<file path="src/rtl/pcb_pkg.sv">
package pcb_pkg;
  localparam int unsigned ADDR_W = 4;
  localparam int unsigned IDX_W  = 8;
  localparam int unsigned SEL_W  = 8;

  localparam logic [ADDR_W-1:0] A_INDEX  = 4'h0;
  localparam logic [ADDR_W-1:0] A_CTRL   = 4'h1;
  localparam logic [ADDR_W-1:0] A_CNT_LO = 4'h2;
  localparam logic [ADDR_W-1:0] A_CNT_HI = 4'h3;
  localparam logic [ADDR_W-1:0] A_SNP_LO = 4'h4;
  localparam logic [ADDR_W-1:0] A_SNP_HI = 4'h5;
  localparam logic [ADDR_W-1:0] A_THR_LO = 4'h6;
  localparam logic [ADDR_W-1:0] A_THR_HI = 4'h7;
  localparam logic [ADDR_W-1:0] A_COND   = 4'h8;
  localparam logic [ADDR_W-1:0] A_IRQ_EN = 4'h9;
  localparam logic [ADDR_W-1:0] A_IRQ_ACT= 4'hA;
  localparam logic [ADDR_W-1:0] A_BUILD  = 4'hB;

  localparam int unsigned CTRL_RUN_BIT  = 0;
  localparam int unsigned CTRL_SNAP_BIT = 1;
  localparam int unsigned COND_KERN_BIT = 8;
  localparam int unsigned COND_USER_BIT = 9;
endpackage

</file>
<file path="src/rtl/pcb_counter.sv">
module pcb_counter
  import pcb_pkg::*;
#(
  parameter int unsigned NUM_EVT = 8,
  parameter int unsigned CNT_W   = 48
) (
  input  logic               clk,
  input  logic               rst_n,
  input  logic               run_i,
  input  logic [NUM_EVT-1:0] evt_i,
  input  logic               user_mode_i,
  input  logic [31:0]        wdata_i,
  input  logic               ld_lo_i,
  input  logic               ld_hi_i,
  input  logic               thr_lo_i,
  input  logic               thr_hi_i,
  input  logic               cond_wr_i,
  output logic [CNT_W-1:0]   cnt_o,
  output logic [CNT_W-1:0]   thr_o,
  output logic [31:0]        cond_o,
  output logic [SEL_W-1:0]   sel_o,
  output logic               hit_o
);
  localparam int unsigned HI_W = CNT_W - 32;

  logic [CNT_W-1:0] cnt_q, thr_q, cnt_nxt;
  logic [SEL_W-1:0] sel_q;
  logic             kern_q, user_q;
  logic             ev, mode_ok, inc, load;

  // event picked by the condition select; 0 and out-of-range codes never fire
  always_comb begin
    ev = 1'b0;
    for (int k = 1; k <= NUM_EVT; k++) begin
      if (sel_q == SEL_W'(k)) ev = evt_i[k-1];
    end
  end

  assign mode_ok = !(kern_q && user_mode_i) && !(user_q && !user_mode_i);
  assign inc     = run_i && ev && mode_ok;
  assign load    = ld_lo_i || ld_hi_i;
  assign cnt_nxt = cnt_q + 1'b1;
  assign hit_o   = inc && !load && (cnt_nxt == thr_q);

  always_ff @(posedge clk) begin
    if (!rst_n) begin
      cnt_q <= '0;
    end else if (ld_lo_i) begin
      cnt_q <= {cnt_q[CNT_W-1:32], wdata_i};
    end else if (ld_hi_i) begin
      cnt_q <= {HI_W'(wdata_i), cnt_q[31:0]};
    end else if (inc) begin
      cnt_q <= cnt_nxt;
    end
  end

  always_ff @(posedge clk) begin
    if (!rst_n) begin
      thr_q <= '0;
    end else if (thr_lo_i) begin
      thr_q <= {thr_q[CNT_W-1:32], wdata_i};
    end else if (thr_hi_i) begin
      thr_q <= {HI_W'(wdata_i), thr_q[31:0]};
    end
  end

  always_ff @(posedge clk) begin
    if (!rst_n) begin
      sel_q  <= '0;
      kern_q <= 1'b0;
      user_q <= 1'b0;
    end else if (cond_wr_i) begin
      sel_q  <= wdata_i[SEL_W-1:0];
      kern_q <= wdata_i[COND_KERN_BIT];
      user_q <= wdata_i[COND_USER_BIT];
    end
  end

  always_comb begin
    cond_o                = '0;
    cond_o[SEL_W-1:0]     = sel_q;
    cond_o[COND_KERN_BIT] = kern_q;
    cond_o[COND_USER_BIT] = user_q;
  end

  assign cnt_o = cnt_q;
  assign thr_o = thr_q;
  assign sel_o = sel_q;
endmodule

</file>
<file path="src/rtl/pcb_irq.sv">
module pcb_irq #(
  parameter int unsigned NUM_CNT = 4,
  parameter bit          HAS_IRQ = 1'b1
) (
  input  logic               clk,
  input  logic               rst_n,
  input  logic [NUM_CNT-1:0] hit_i,
  input  logic               en_wr_i,
  input  logic               clr_wr_i,
  input  logic [NUM_CNT-1:0] wmask_i,
  output logic [NUM_CNT-1:0] act_o,
  output logic [NUM_CNT-1:0] en_o,
  output logic               irq_o
);
  logic [NUM_CNT-1:0] act_q, en_q, clr;

  assign clr = clr_wr_i ? wmask_i : '0;

  // a fresh hit in the clearing cycle survives the clear
  always_ff @(posedge clk) begin
    if (!rst_n) begin
      act_q <= '0;
      en_q  <= '0;
    end else begin
      act_q <= (act_q & ~clr) | hit_i;
      if (en_wr_i) en_q <= wmask_i;
      else         en_q <= en_q & ~clr;
    end
  end

  generate
    if (HAS_IRQ) begin : g_line
      assign irq_o = |(act_q & en_q);
    end else begin : g_no_line
      assign irq_o = 1'b0;
    end
  endgenerate

  assign act_o = act_q;
  assign en_o  = en_q;
endmodule

</file>
<file path="src/rtl/perf_counter_bank.sv">
module perf_counter_bank
  import pcb_pkg::*;
#(
  parameter int unsigned NUM_CNT   = 4,
  parameter int unsigned NUM_EVT   = 8,
  parameter int unsigned SIZE_CODE = 1,
  parameter bit          HAS_IRQ   = 1'b1
) (
  input  logic               clk,
  input  logic               rst_n,
  input  logic [NUM_EVT-1:0] evt_i,
  input  logic               user_mode_i,
  input  logic               wr_en_i,
  input  logic [ADDR_W-1:0]  addr_i,
  input  logic [31:0]        wdata_i,
  output logic [31:0]        rdata_o,
  output logic               irq_o
);
  localparam int unsigned CNT_W = 32 + 16 * SIZE_CODE;

  logic [IDX_W-1:0]                idx_q;
  logic                            run_q;
  logic [CNT_W-1:0]                snap_q;
  logic [NUM_CNT-1:0][CNT_W-1:0]   cnt_all, thr_all;
  logic [NUM_CNT-1:0][31:0]        cond_all;
  logic [NUM_CNT-1:0][SEL_W-1:0]   sel_all;
  logic [NUM_CNT-1:0]              hit, act, en, pick;
  logic [CNT_W-1:0]                cnt_s, thr_s;
  logic [31:0]                     cond_s, build_w;

  always_ff @(posedge clk) begin
    if (!rst_n) begin
      idx_q  <= '0;
      run_q  <= 1'b0;
      snap_q <= '0;
    end else if (wr_en_i) begin
      if (addr_i == A_INDEX) idx_q <= wdata_i[IDX_W-1:0];
      if (addr_i == A_CTRL) begin
        run_q <= wdata_i[CTRL_RUN_BIT];
        if (wdata_i[CTRL_SNAP_BIT]) snap_q <= cnt_s;
      end
    end
  end

  generate
    for (genvar g = 0; g < NUM_CNT; g++) begin : g_cnt
      assign pick[g] = (idx_q == IDX_W'(g));
      pcb_counter #(.NUM_EVT(NUM_EVT), .CNT_W(CNT_W)) u_cnt (
        .clk         (clk),
        .rst_n       (rst_n),
        .run_i       (run_q),
        .evt_i       (evt_i),
        .user_mode_i (user_mode_i),
        .wdata_i     (wdata_i),
        .ld_lo_i     (wr_en_i && pick[g] && addr_i == A_CNT_LO),
        .ld_hi_i     (wr_en_i && pick[g] && addr_i == A_CNT_HI),
        .thr_lo_i    (wr_en_i && pick[g] && addr_i == A_THR_LO),
        .thr_hi_i    (wr_en_i && pick[g] && addr_i == A_THR_HI),
        .cond_wr_i   (wr_en_i && pick[g] && addr_i == A_COND),
        .cnt_o       (cnt_all[g]),
        .thr_o       (thr_all[g]),
        .cond_o      (cond_all[g]),
        .sel_o       (sel_all[g]),
        .hit_o       (hit[g])
      );
    end
  endgenerate

  // selected-counter view; an out-of-range index matches nothing and reads 0
  always_comb begin
    cnt_s  = '0;
    thr_s  = '0;
    cond_s = '0;
    for (int k = 0; k < NUM_CNT; k++) begin
      if (pick[k]) begin
        cnt_s  = cnt_all[k];
        thr_s  = thr_all[k];
        cond_s = cond_all[k];
      end
    end
  end

  pcb_irq #(.NUM_CNT(NUM_CNT), .HAS_IRQ(HAS_IRQ)) u_irq (
    .clk      (clk),
    .rst_n    (rst_n),
    .hit_i    (hit),
    .en_wr_i  (wr_en_i && addr_i == A_IRQ_EN),
    .clr_wr_i (wr_en_i && addr_i == A_IRQ_ACT),
    .wmask_i  (wdata_i[NUM_CNT-1:0]),
    .act_o    (act),
    .en_o     (en),
    .irq_o    (irq_o)
  );

  always_comb begin
    build_w        = '0;
    build_w[0]     = 1'b1;
    build_w[1]     = HAS_IRQ;
    build_w[15:8]  = 8'(NUM_CNT);
    build_w[19:16] = 4'(SIZE_CODE);
  end

  always_comb begin
    rdata_o = '0;
    case (addr_i)
      A_INDEX:   rdata_o = 32'(idx_q);
      A_CTRL:    rdata_o = {31'b0, run_q};
      A_CNT_LO:  rdata_o = cnt_s[31:0];
      A_CNT_HI:  rdata_o = 32'(cnt_s >> 32);
      A_SNP_LO:  rdata_o = snap_q[31:0];
      A_SNP_HI:  rdata_o = 32'(snap_q >> 32);
      A_THR_LO:  rdata_o = thr_s[31:0];
      A_THR_HI:  rdata_o = 32'(thr_s >> 32);
      A_COND:    rdata_o = cond_s;
      A_IRQ_EN:  rdata_o = 32'(en);
      A_IRQ_ACT: rdata_o = 32'(act);
      A_BUILD:   rdata_o = build_w;
      default:   rdata_o = '0;
    endcase
  end
endmodule

</file>
<file path="config.mk">
export PLATFORM = sky130hd
export DESIGN_NAME = perf_counter_bank
export DESIGN_NICKNAME = d
export VERILOG_FILES = /design/src/rtl/pcb_pkg.sv /design/src/rtl/pcb_counter.sv /design/src/rtl/pcb_irq.sv /design/src/rtl/perf_counter_bank.sv
export SDC_FILE = /design/constraint.sdc
export NUM_CORES = 2
export LEC_CHECK = 0
export ABC_CLOCK_PERIOD_IN_PS = 7170
export BUFFER_PORTS_ARGS = -buffer_cell sky130_fd_sc_hd__buf_2
export CELL_PAD_IN_SITES_DETAIL_PLACEMENT = 0
export CELL_PAD_IN_SITES_GLOBAL_PLACEMENT = 1
export CORE_MARGIN = 5
export CORE_UTILIZATION = 25
export CTS_CLUSTER_DIAMETER = 200
export DETAILED_ROUTE_END_ITERATION = 12
export PLACE_DENSITY_LB_ADDON = 0.1
export SLEW_MARGIN = 20
export SYNTH_ARGS = -nofsm -noshare
export SYNTH_HDL_FRONTEND = slang
export SYNTH_SLANG_ARGS = --single-unit
</file>
<file path="constraint.sdc">
create_clock -name clk -period 7.17 [get_ports clk]
set_input_delay 0.3585 -clock clk [delete_from_list [all_inputs] [get_ports clk]]
set_output_delay 0.3585 -clock clk [all_outputs]
set_load 0.01 [all_outputs]
</file>
==> results.toml <==
[clocking]
cts.path.max_buffers = 3
clk_latency_ns = 0.68
clockRootBuffer = "clkbuf_16"
cts.sinks = 489
cts_resized = 0
cts.clk_slew.worst_paths_ns = 0.06
cts_made_buffers = 70
cts_setup_buffers = 0
cts-htree-levels = 3
cts_hold_buf = 0
cts_tree = "done"

[critical_path]
start_kind = "flip-flop"
end_kind = "output pin"
critPathArrivalTime_ns = 4.42
path_delay_family = "buffers and inverters"
crit_required_ns = 6.81
path_class = "flip-flop to output pin"
crit_slowest_cell = "dfxtp_4"
worst-path-buf-inv = 4
cp_max_fo = 41
max_stage_delay_ns = 0.78
crit_chain = "buf_4 -> nand2b_1 -> buf_4 -> nor2_2 -> buf_4 -> a22oi_1 -> o22ai_1 -> a21oi_1 -> a21oi_1 -> or3_1 -> buf_2"
crit_top_cell = "buf_4"

[detailed_routing]
antenna_left = 0
first_iter_violations = 4753
post_drt_wl_per_cell_um = 34.3
drt-vias-per-instance = 5.80
drcViolationCount = 0
firstDrtPassIters = 9
finalWirelength_mm = 208
vias = 35220

[timing]
slew_headroom_pct = 19.0
rsz0062_at_grt = "false"
fmax_mhz = 209
slew_viol_final = 0
hold_viol_final = 0
period_share_pct = 66.7
setup_violations = 0
fin_crit_ns = 4.78
finalClockSkew_ns = 0.0411
finalSetupTns_ns = 0
worstMarginPinSlew_ns = 1.21

[floorplan]
rows = 132
die_h_um = 370
num_io_pins = 81
coreArea_um2 = 129000
fp.dieArea_um2 = 137000
start_util_pct = 25.1
die_w_um = 370

[synthesis]
syn_inst = 4447
synth_seq_cells = 489
synth-warning-count = 0
ys.flop_type = "dfxtp_1"
synth_xor_area_share_pct = 9.38
synth_top_family_by_area = "simple AND/OR/NAND/NOR gates"
synth-edff-count = 0
synth.most_common_cell = "nand2_1"
syn-num-nets = 4499
yosysTopAreaCellShare_pct = 30.1
muxShareOfSynthArea_pct = 5.70
synth_adder_area_share_pct = 0.185
syn_area_per_cell_um2 = 7.31
synthesis.area_um2 = 32500
postSynth.asyncResetShare_pct = 0
synth.distinct_cells = 89
yosysTopAreaCell = "dfxtp_1"
synth-simple-area-share_pct = 27.7
ys_seq_area_share_pct = 30.1
synth_common_cells = "nand2_1, dfxtp_1, a21oi_1"
synth_compound_area_share_pct = 21.4
ys_top_cells_by_area = "dfxtp_1, nand2_1, a21oi_1"

[grt]
grt_util_all_layers_pct = 29.2
grt_pass1_wl_mm = 283
grt_max_degree = 162
grt_pass1_vias = 32813
antenna_found_initial = 30
grt_overflow_total = 0

[layout]
final_util_pct = 28.5
area_growth_pct = 13.3
fillers = 14133
final_nets = 4332
regArea_um2 = 9800
layout-drive-gt1-share_pct = 9.91
multi_input_area_um2 = 21100

[placement]
dp_hpwl_mm = 152
io_buffers = 80
place.gp.congestion = 0.944

[hold_path]
hold_path.class = "primary input to flip-flop"

[pwr]
powerDensity_nw_per_um2 = 186
swShare_pct = 26.6
peakVddDrop_mv = 0.148
pwr-share-comb_pct = 5.6
p_switching_mw = 1.81
intPower_mw = 5.01
clockPowerShare_pct = 54.2
leakagePower_nw = 11.7
p_seq_share_pct = 40.2

[outcome]
outcome = "complete, no violations"

[flow_run]
maxCapViolations = 0
[logic make-up after synthesis]
kind of cell | after synthesis
and+or+nand+nor | 1897
AOI/OAI and AO/OA | 1122
DFF | 489
buffers and inverters | 458
xor gates and xnor gates | 340
muxes | 136
adders and majority gates | 5
[worst paths after layout]
check                                                        endpoint  cells after the start  slack [ns]                            startpoint
worst max-delay path                                       rdata_o[9]                     11        2.39                 idx_q[0]$_SDFFE_PN0P_
worst min-delay path            g_cnt[3].u_cnt.thr_o[20]$_SDFFE_PN0P_                      3        0.09                           wdata_i[20]
worst max register to register              u_irq.act_o[0]$_SDFF_PN0_                      9        2.83  g_cnt[0].u_cnt.cnt_o[0]$_SDFFE_PN0P_
worst min register to register   g_cnt[2].u_cnt.sel_o[7]$_SDFFE_PN0P_                      2        0.48  g_cnt[2].u_cnt.sel_o[7]$_SDFFE_PN0P_
[cells in the final DEF (no fill, tap or decap), types with 28 or more instances in the layout]
master     count
nand2_1      715
dfxtp_1      487
a21oi_1      454
nor2_1       405
xnor2_1      222
o21ai_0      200
nand3_1      170
xor2_1       113
nor3_1       112
nand4_1      101
buf_4        101
a211oi_1      89
buf_2         80
mux2i_1       76
clkbuf_16     73
nor4_1        72
a22oi_1       67
and3_1        57
o22ai_1       55
and2_1        37
mux4_2        37
inv_1         34
and4_1        32
nor2b_1       28
[cell type report]
cell class	instances	area share [%]
Sequential cell	489	26.6
Clock inverter	21	0.772
Antenna cell	5	0.0340
Tap cell	1742	5.92
Clock buffer	98	5.63
Timing Repair Buffer	184	3.33
Multi-Input combinational cell	3500	57.3
Inverter	35	0.377
[through the flow]
| stage | setup slack, ns | cell area [um2] | hold slack, ns | total power [mW] | std cells |
|---|---|---|---|---|---|
| 2_1_floorplan | 4.12 | 32500 | 0.444 | 2.96 | 4447 |
| 3_3_place_gp | 2.81 | 34400 | 0.465 | 3.18 | 5949 |
| 3_5_place_dp | 2.88 | 34400 | 0.465 | 3.18 | 5950 |
| 4_1_cts | 2.42 | 36800 | 0.0542 | 6.90 | 6069 |
| 5_1_grt | 2.26 | 36800 | 0.102 | 6.99 | 6069 |
| 6_report | 2.39 | 36800 | 0.0924 | 6.83 | 6074 |
[flip-flops by register name (all words and copies together), names as in the netlist]
signal / cells
g_cnt.u_cnt.cnt_o: 192
snap_q: 48
u_irq.act_o: 4
run_q: 1
u_irq.en_o: 4
g_cnt.u_cnt.user_q: 4
g_cnt.u_cnt.thr_o: 192
g_cnt.u_cnt.sel_o: 32
idx_q: 8
g_cnt.u_cnt.kern_q: 4
[per-layer routing]
layer,GRT usage (%),up-vias,wire (um)
li1,-,15624,-
met1,39.5,17678,90400
met2,46.9,1587,94300
met3,4.32,329,14500
met4,11.7,2,9030
met5,0,-,13
[power by group through the flow]
stage	combinational, mW	sequential, mW	clock [mW]
6_report	0.382	2.74	3.70
5_1_grt	0.388	2.74	3.86
4_1_cts	0.377	2.74	3.78
3_5_place_dp	0.376	2.80	0
3_3_place_gp	0.377	2.80	0
2_1_floorplan	0.171	2.79	0
[tightest hold or removal path: stages]
cell	delay (ns)
buf_2	0.21
nand2_1	0.09
a21oi_1	0.05
Note: power is estimated with default switching activity, not from simulation.
